File: src/rtl/flash_seq_pkg.sv
package flash_seq_pkg;
  localparam int unsigned DW = 8;

  localparam logic [DW-1:0] CMD_UNLK1 = 8'hAA;
  localparam logic [DW-1:0] CMD_UNLK2 = 8'h55;
  localparam logic [DW-1:0] CMD_PGM   = 8'hA0;
  localparam logic [DW-1:0] CMD_ERS   = 8'h80;
  localparam logic [DW-1:0] CMD_CHIP  = 8'h10;

  typedef enum logic [3:0] {
    ST_READ,
    ST_U1,
    ST_U2,
    ST_PGM,
    ST_E1,
    ST_E2,
    ST_E3,
    ST_BUSY,
    ST_FAIL
  } seq_state_e;
endpackage

File: src/rtl/flash_strobe_cap.sv
module flash_strobe_cap #(
  parameter int unsigned ADDR_W = 12,
  parameter int unsigned DATA_W = 8
) (
  input  logic              clk_i,
  input  logic              rst_ni,
  input  logic              we_ni,
  input  logic [ADDR_W-1:0] addr_i,
  input  logic [DATA_W-1:0] wdata_i,
  output logic              stb_o,
  output logic [ADDR_W-1:0] addr_o,
  output logic [DATA_W-1:0] data_o
);
  logic we_q;

  always_ff @(posedge clk_i or negedge rst_ni) begin
    if (!rst_ni) begin
      we_q   <= 1'b1;
      stb_o  <= 1'b0;
      addr_o <= '0;
      data_o <= '0;
    end else begin
      we_q  <= we_ni;
      stb_o <= 1'b0;
      if (we_q && !we_ni) addr_o <= addr_i;   // falling edge: address
      if (!we_q && we_ni) begin               // rising edge: data, cycle done
        data_o <= wdata_i;
        stb_o  <= 1'b1;
      end
    end
  end
endmodule

File: src/rtl/flash_busy_timer.sv
module flash_busy_timer #(
  parameter int unsigned CYCLES = 8
) (
  input  logic clk_i,
  input  logic rst_ni,
  input  logic load_i,
  output logic done_o
);
  localparam int unsigned CNT_W = $clog2(CYCLES + 1);

  logic [CNT_W-1:0] cnt_q;
  logic             act_q;

  assign done_o = act_q && (cnt_q == '0);

  always_ff @(posedge clk_i or negedge rst_ni) begin
    if (!rst_ni) begin
      cnt_q <= '0;
      act_q <= 1'b0;
    end else if (load_i) begin
      cnt_q <= CNT_W'(CYCLES - 1);
      act_q <= 1'b1;
    end else if (act_q) begin
      if (cnt_q == '0) act_q <= 1'b0;
      else             cnt_q <= cnt_q - 1'b1;
    end
  end
endmodule

File: src/rtl/flash_cmd_fsm.sv
module flash_cmd_fsm
  import flash_seq_pkg::*;
#(
  parameter int unsigned       ADDR_W   = 12,
  parameter logic [ADDR_W-1:0] UNLOCK_A = 12'h555,
  parameter logic [ADDR_W-1:0] UNLOCK_B = 12'h2AA
) (
  input  logic              clk_i,
  input  logic              rst_ni,
  input  logic              stb_i,
  input  logic [ADDR_W-1:0] addr_i,
  input  logic [DW-1:0]     data_i,
  input  logic              done_i,
  input  logic              bad_i,
  output seq_state_e        state_o,
  output logic              start_pgm_o,
  output logic              start_ers_o,
  output logic              commit_o
);
  seq_state_e st_q, st_d;

  logic hit_a, hit_b;
  assign hit_a = (addr_i == UNLOCK_A);
  assign hit_b = (addr_i == UNLOCK_B);

  always_comb begin
    st_d        = st_q;
    start_pgm_o = 1'b0;
    start_ers_o = 1'b0;
    commit_o    = 1'b0;
    unique case (st_q)
      ST_BUSY: if (done_i) begin
        st_d     = bad_i ? ST_FAIL : ST_READ;
        commit_o = !bad_i;
      end
      ST_FAIL: st_d = ST_FAIL;
      default: if (stb_i) begin
        st_d = ST_READ;  // any mismatch falls back to read mode
        unique case (st_q)
          ST_READ: if (hit_a && data_i == CMD_UNLK1) st_d = ST_U1;
          ST_U1:   if (hit_b && data_i == CMD_UNLK2) st_d = ST_U2;
          ST_U2:   if (hit_a && data_i == CMD_PGM)   st_d = ST_PGM;
                   else if (hit_a && data_i == CMD_ERS) st_d = ST_E1;
          ST_PGM: begin
            st_d        = ST_BUSY;
            start_pgm_o = 1'b1;
          end
          ST_E1:   if (hit_a && data_i == CMD_UNLK1) st_d = ST_E2;
          ST_E2:   if (hit_b && data_i == CMD_UNLK2) st_d = ST_E3;
          ST_E3:   if (hit_a && data_i == CMD_CHIP) begin
            st_d        = ST_BUSY;
            start_ers_o = 1'b1;
          end
          default: st_d = ST_READ;
        endcase
      end
    endcase
  end

  always_ff @(posedge clk_i or negedge rst_ni) begin
    if (!rst_ni) st_q <= ST_READ;
    else         st_q <= st_d;
  end

  assign state_o = st_q;
endmodule

File: src/rtl/flash_status_seq.sv
module flash_status_seq
  import flash_seq_pkg::*;
#(
  parameter int unsigned       ADDR_W      = 12,
  parameter int unsigned       DEPTH       = 16,
  parameter int unsigned       BUSY_CYCLES = 8,
  parameter logic [ADDR_W-1:0] UNLOCK_A    = 12'h555,
  parameter logic [ADDR_W-1:0] UNLOCK_B    = 12'h2AA
) (
  input  logic              clk_i,
  input  logic              rst_ni,
  input  logic [ADDR_W-1:0] addr_i,
  input  logic [DW-1:0]     wdata_i,
  input  logic              we_ni,
  input  logic              rd_i,
  output logic [DW-1:0]     rdata_o,
  output logic              rdy_o
);
  localparam int unsigned IDX_W = $clog2(DEPTH);

  logic              cap_stb;
  logic [ADDR_W-1:0] cap_addr;
  logic [DW-1:0]     cap_data;
  logic              tmr_done, start_pgm, start_ers, commit;
  seq_state_e        state;

  logic [DW-1:0]    mem_q [DEPTH];
  logic [IDX_W-1:0] op_idx_q;
  logic [DW-1:0]    op_data_q;
  logic             op_ers_q, op_bad_q, tog_q;
  logic             st_fail;

  flash_strobe_cap #(.ADDR_W(ADDR_W), .DATA_W(DW)) u_cap (
    .clk_i, .rst_ni, .we_ni, .addr_i, .wdata_i,
    .stb_o(cap_stb), .addr_o(cap_addr), .data_o(cap_data)
  );

  flash_cmd_fsm #(.ADDR_W(ADDR_W), .UNLOCK_A(UNLOCK_A), .UNLOCK_B(UNLOCK_B)) u_fsm (
    .clk_i, .rst_ni, .stb_i(cap_stb), .addr_i(cap_addr), .data_i(cap_data),
    .done_i(tmr_done), .bad_i(op_bad_q), .state_o(state),
    .start_pgm_o(start_pgm), .start_ers_o(start_ers), .commit_o(commit)
  );

  flash_busy_timer #(.CYCLES(BUSY_CYCLES)) u_tmr (
    .clk_i, .rst_ni, .load_i(start_pgm | start_ers), .done_o(tmr_done)
  );

  assign st_fail = (state == ST_FAIL);
  assign rdy_o   = (state != ST_BUSY) && !st_fail;

  // operation context, captured when a command is accepted
  always_ff @(posedge clk_i or negedge rst_ni) begin
    if (!rst_ni) begin
      op_idx_q  <= '0;
      op_data_q <= '1;
      op_ers_q  <= 1'b0;
      op_bad_q  <= 1'b0;
    end else if (start_pgm) begin
      op_idx_q  <= cap_addr[IDX_W-1:0];
      op_data_q <= cap_data;
      op_ers_q  <= 1'b0;
      op_bad_q  <= |(cap_data & ~mem_q[cap_addr[IDX_W-1:0]]);
    end else if (start_ers) begin
      op_data_q <= '1;
      op_ers_q  <= 1'b1;
      op_bad_q  <= 1'b0;
    end
  end

  // array content survives reset
  always_ff @(posedge clk_i) begin
    if (commit) begin
      if (op_ers_q) begin
        for (int i = 0; i < DEPTH; i++) mem_q[i] <= '1;
      end else begin
        mem_q[op_idx_q] <= mem_q[op_idx_q] & op_data_q;
      end
    end
  end

  always_ff @(posedge clk_i or negedge rst_ni) begin
    if (!rst_ni) begin
      rdata_o <= '0;
      tog_q   <= 1'b0;
    end else begin
      if (start_pgm || start_ers) tog_q <= 1'b0;
      else if (rd_i && !rdy_o)    tog_q <= ~tog_q;
      if (rd_i) begin
        if (rdy_o) rdata_o <= mem_q[addr_i[IDX_W-1:0]];
        else       rdata_o <= {~op_data_q[DW-1], tog_q, st_fail, 5'b0};
      end
    end
  end
endmodule

File: config.mk
export PLATFORM = sky130hd
export DESIGN_NAME = flash_status_seq
export DESIGN_NICKNAME = d
export VERILOG_FILES = /design/src/rtl/flash_seq_pkg.sv /design/src/rtl/flash_strobe_cap.sv /design/src/rtl/flash_busy_timer.sv /design/src/rtl/flash_cmd_fsm.sv /design/src/rtl/flash_status_seq.sv
export SDC_FILE = /design/constraint.sdc
export NUM_CORES = 1
export LEC_CHECK = 0
export ABC_AREA = 1
export BUFFER_PORTS_ARGS = -buffer_cell sky130_fd_sc_hd__clkbuf_2
export CORE_UTILIZATION = 25
export CTS_CLUSTER_DIAMETER = 30
export DETAILED_ROUTE_END_ITERATION = 10
export GPL_TIMING_DRIVEN = 0
export PLACE_DENSITY = 0.36
export REMOVE_ABC_BUFFERS = 1
export SLEW_MARGIN = 20
export SYNTH_ARGS = -nofsm -noshare
export SYNTH_HDL_FRONTEND = slang
export SYNTH_SLANG_ARGS = --single-unit
export TNS_END_PERCENT = 20
File: constraint.sdc
create_clock -name clk_i -period 2.87 [get_ports clk_i]
set_clock_uncertainty 0.05 [all_clocks]
set_input_delay 0.574 -clock clk_i [delete_from_list [all_inputs] [get_ports clk_i]]
set_output_delay 0.574 -clock clk_i [all_outputs]
set_load 0.01 [all_outputs]
* After elaboration in Yosys (flattened, before gate mapping)
Memory sizes are Yosys's and may differ from the RTL's.
Cells that the tools add are included.
** Storage, ports and cells
- Bits in writable memories :: 128
- Memories :: 1
- Output and inout bits :: 9
- Flip-flop bits (word level) :: 54
- Bits of input ports :: 24
- Word-level logic and storage cells :: 112
** Memory list
- mem_q :: words 16, bits a word 8, rd ports 3, clocked after Yosys merged registers in 0, wr ports 16, RTL line flash_status_seq.sv:27 : logic [DW-1:0] mem_q [DEPTH];
** Cells by class
- $add $sub $neg :: 1
- Equality and inequality tests :: 18
- Muxes and demuxes :: 46
- Bitwise logic cells :: 6
- Reductions and logical operators :: 27
** Operators with widths (number)
- $mux W4 :: 8
- $mux W8 :: 4
- $pmux W4 S7 :: 1
- $mux W1 :: 27
- $eq A8 B8 Y1 const B :: 3
- $and A8 B8 Y8 :: 2
- $eq A4 B3 Y1 const B :: 4
- $reduce_or A8 Y1 :: 2
- $eq A12 B10 Y1 const B :: 1
- $eq A12 B11 Y1 const B :: 1
- $mux W3 :: 4
- $logic_and A1 B1 Y1 :: 10
- $eq A4 B2 Y1 const B :: 2
- $eq A8 B5 Y1 const B :: 1
- $eq A8 B7 Y1 const B :: 1
- $logic_not A4 Y1 :: 2
- $not A8 Y8 :: 1
- $pmux W4 S2 :: 1
- $reduce_bool A2 Y1 :: 3
- $logic_not A1 Y1 :: 5
- $eq A4 B1 Y1 const B :: 1
- $eq A4 B4 Y1 const B :: 1
- $ne A4 B3 Y1 const B :: 1
- $reduce_and A2 Y1 :: 2
- other kinds (9) :: 10

* Depth between registers and ports, before layout
- Depth after elaboration :: 9
- Depth in mapped cells :: 15
- Mapped depth without buffers :: 13

* By module
Synthesis repeated with hierarchy kept, for this count alone.
** Unflattened totals
- Cell total of the unflattened synthesis :: 1376
- Area, all modules :: 10765.3 sq um
** Modules (own cells, without submodules)
- flash_status_seq :: times used 1, area each 9008.6 sq um, seq. area each 4429.2 sq um, cells an instance 1125
- flash_strobe_cap :: times used 1, area each 860.8 sq um, seq. area each 551.8 sq um, cells an instance 91
- flash_cmd_fsm :: times used 1, area each 608.1 sq um, seq. area each 100.1 sq um, cells an instance 126
- flash_busy_timer :: times used 1, area each 287.8 sq um, seq. area each 125.1 sq um, cells an instance 34

* Worst setup path after synthesis
No wires, ideal clock.
- Kind :: flip-flop to flip-flop
- Start point :: register u_tmr.cnt_q[0]
- End point :: memory mem_q[1][0], enable pin
- Cell stages (with the launch flop) :: 11
- Path slack :: 428 ps
- Required time :: 2436 ps
- Setup time :: 384 ps
- Buffers on the path :: 0
- Arrival time :: 2008 ps
- Period minus slack after synthesis :: 2442 ps
- Path through :: dfrtp_1 inv_1 ha_1 nand2_1 nor2_1 nand2_1 nor3_4 nand2_2 nor2_1 inv_2 o21ai_0
** RTL lines
- start: declaration :: RTL line flash_busy_timer.sv:11 : logic [CNT_W-1:0] cnt_q;
- start signal: assignment :: RTL line flash_busy_timer.sv:21 : cnt_q <= CNT_W'(CYCLES - 1);
- start signal: assignment :: RTL line flash_busy_timer.sv:25 : else cnt_q <= cnt_q - 1'b1;
- end: declaration :: RTL line flash_status_seq.sv:27

==> results.ini <==
[sta]
rsz0062_at_grt = true
slew_viol_final = 0
hold_ws_ps = 144
layout_min_cycle_time_ps = 2860
hold_viol = 0
finalSetupTns_ps = 0
period_share = 0.995
setup_viol = 0
timing.slew.headroom = 0.310
max_freq_mhz = 350
worst_pin_slew_ps = 1030

[global_routing]
grt_pass1_wl_um = 65000
track_usage = 0.209
grt_max_degree = 57
antenna_found_initial = 1
grt_pass1_vias = 9368
grt_overflow = 0

[placement]
gp_congestion = 0.842
dp.cells = 1871
portBuffers = 32
hpwl_um = 29700
dpl_cell_area_um2 = 11300

[drt]
wire_per_inst_um = 23.2
antenna_left = 0
wl_um = 44300
drc = 0
dr.first_iter.drc_count = 947
dr.pass1.iters = 6
via_per_inst = 5.07
vias = 9677

[worst_hold_path]
hp-class = in -> reg
worstHoldPathCells = 1

[run_status]
status = finished clean

[cts]
clock_latency_ps = 480
cts.reportedPaths.clkPinSlew_ps = 80
cts_tree = built
cts_buffers = 17
cts.sinks = 182
htreeDepth = 4
clk_root_buffer_cell = clkbuf_16
cts_buffer_depth = 2

[floorplan]
placementRows = 75
fp.dieW_um = 209
core_area_um2 = 42000
die_area_um2 = 43600
ios = 33
fp.dieH_um = 209
initial_core_util = 0.254

[synth]
ys_seq_elements = 182
ys_seq_area_frac = 0.487
syn-cell-area_um2 = 10700
synth_warnings = 0
synthCells = 1372
synth_area_per_cell_um2 = 7.79
synth_cell_types = 33

[setup_path]
crit_fanout = 16
cpPeakStageDelay_ps = 610
crit_path_end_kind = flip-flop
slowest_stage = dfrtp_4
crit_type = reg -> reg
cp_data_required_time_ps = 3020
arrival_ps = 3010
crit_path_frequent_cell = nand2_4
cp-start-kind = flip-flop
reg2reg_depth = 7
path_cells = nand2_4 > buf_16 > o22ai_1 > o21ai_0 > nand4_1 > nand2_4 > nand2_1

[finish]
drive_gt1_frac = 0.105
n_antenna_cell = 0
final_cells = 1907
final_util = 0.286
area_delta_synth_final_pct = 12.6
fin_area_um2 = 12000
final_nets = 1381

[power]
p_int_uw = 4520
swShare = 0.283
cellPowerDensity_nw_per_um2 = 524
p_comb_frac = 0.114
p_leak_uw = 0.00465
seq_power_share = 0.466
power_frac_clock = 0.420
peakVddDrop_v = 0.000322
p_sw_uw = 1790

[flow_run]
cap_violations = 0

-- power by group through the flow --
stage               registers [µW]  clock network (µW)  logic, µW
global route                  2950                2770        800
floorplan                     2970                   0        384
detailed placement            3000                   0        715
global placement              3030                   0        674
finish                        2940                2650        721
CTS                           2940                2720        720
-- kinds of logic (layout without fill, tap and decap cells) --
logic type / Yosys count / after routing / share of synthesized area
AND/OR/NAND/NOR: 619 / 619 / 0.252
AO/OA/AOI/OAI: 318 / 318 / 0.158
buffers and inverters: 246 / 242 / 0.0959
flip-flops: 182 / 182 / 0.487
multiplexers: 3 / 3 / 0.00316
adder cells (fa/ha/maj): 2 / 2 / 0.00234
XOR/XNOR: 2 / 2 / 0.00164
-- metal layers --
metal,GRT usage,part of all wire,up-vias
li1,-,-,4575
met2,0.324,0.45,351
met1,0.292,0.47,4694
met4,0.0804,0.028,2
met3,0.0304,0.053,55
met5,0,0.00027,-
-- registers in the layout, summed over array words and instances (netlist names), 4 cells and up --
name,flops
mem_q,128
op_data_q,8
op_idx_q,4
rdata_o,8
u_cap.addr_o,12
u_cap.data_o,8
u_fsm.state_o,4
u_tmr.cnt_q,4
-- critical path, delay by kind of cell, from the launching register on --
family | cells | cell delay, ps
buf+inv | 1 | 210
compound gates | 2 | 640
flops | 1 | 610
simple gates | 4 | 1050
-- area by class of cell --
cell class,count,area (µm²)
clock buffer,18,429
inverter,169,648
fill,4544,30000
multi-input combinational,944,4560
tap,539,674
clock inverter,14,195
sequential,182,5220
timing repair inverter,1,7.51
timing repair buffer,40,305
-- metrics by stage --
| step | worst slack [ps] | power, µW |
|---|---|---|
| 2_1_floorplan | -519 | 3360 |
| 3_3_place_gp | -3020 | 3700 |
| 3_5_place_dp | -1030 | 3710 |
| 4_1_cts | -38.8 | 6380 |
| 5_1_grt | -210 | 6520 |
| 6_report | 13.1 | 6310 |
-- path summary, 6_finish.rpt --
path / slack (ps) / start / to
max in group asynchronous: 1660 / rst_ni / op_data_q[0]$_DFFE_PN1P_
max reg2reg: 10 / op_idx_q[1]$_DFFE_PN0N_ / mem_q[10][0]$_SDFFCE_PN1P_
min in group asynchronous: 520 / rst_ni / u_cap.addr_o[8]$_DFFE_PN0P_
min: 140 / we_ni / u_cap.we_q$_DFF_PN1_
min reg2reg: 440 / rdata_o[2]$_DFFE_PN0P_ / rdata_o[2]$_DFFE_PN0P_
max: 10 / op_idx_q[1]$_DFFE_PN0N_ / mem_q[10][0]$_SDFFCE_PN1P_
-- cells in the mapped netlist, drive strengths merged --
master    n  area, µm²
clkbuf   33        124
o21ai   156        781
nor4      1       6.26
o211ai   12       90.1
nand2   382       1460
buf      44        267
nand3   132        666
o22ai    40        250
nor2     73        339
nand4    18        113
o31ai     6       45.0
a21oi   102        510
edfxtp  128       3840
xor2      2       17.5
nor3     13        106
dfrtp    45       1130
o22a      2       17.5
mux2      3       33.8
clkinv    3       11.3
dfstp     9        236
inv     166        623
ha        2       25.0
-- layout by cell type (no fill, tap or decap), types with 4 or more instances in the layout --
cell type	n
nand2_1	369
inv_1	152
nand3_1	131
o21ai_0	130
edfxtp_1	128
a21oi_1	102
nor2_1	60
dfrtp_1	41
o22ai_1	40
clkbuf_2	29
o21ai_1	18
nand4_1	18
clkbuf_16	17
o211ai_1	12
inv_2	11
nand2_4	9
dfstp_2	9
o21ai_2	8
nor2_4	8
inv_6	7
o31ai_1	6
nor3_1	6
nor3_2	6
nor2_2	5
bufinv_16	4
-- timing repair --
item | CTS | global route
gates cloned | 1 | 0
hold endpoints to repair | 20 | 0
hold buffers | 1 | 0
buffers inserted | 2 | 0
pin swaps | 1 | 0
endpoints found under the setup margin | 271 | 115
resized for setup | 35 | 8
Note: power is estimated with default switching activity, not from simulation.
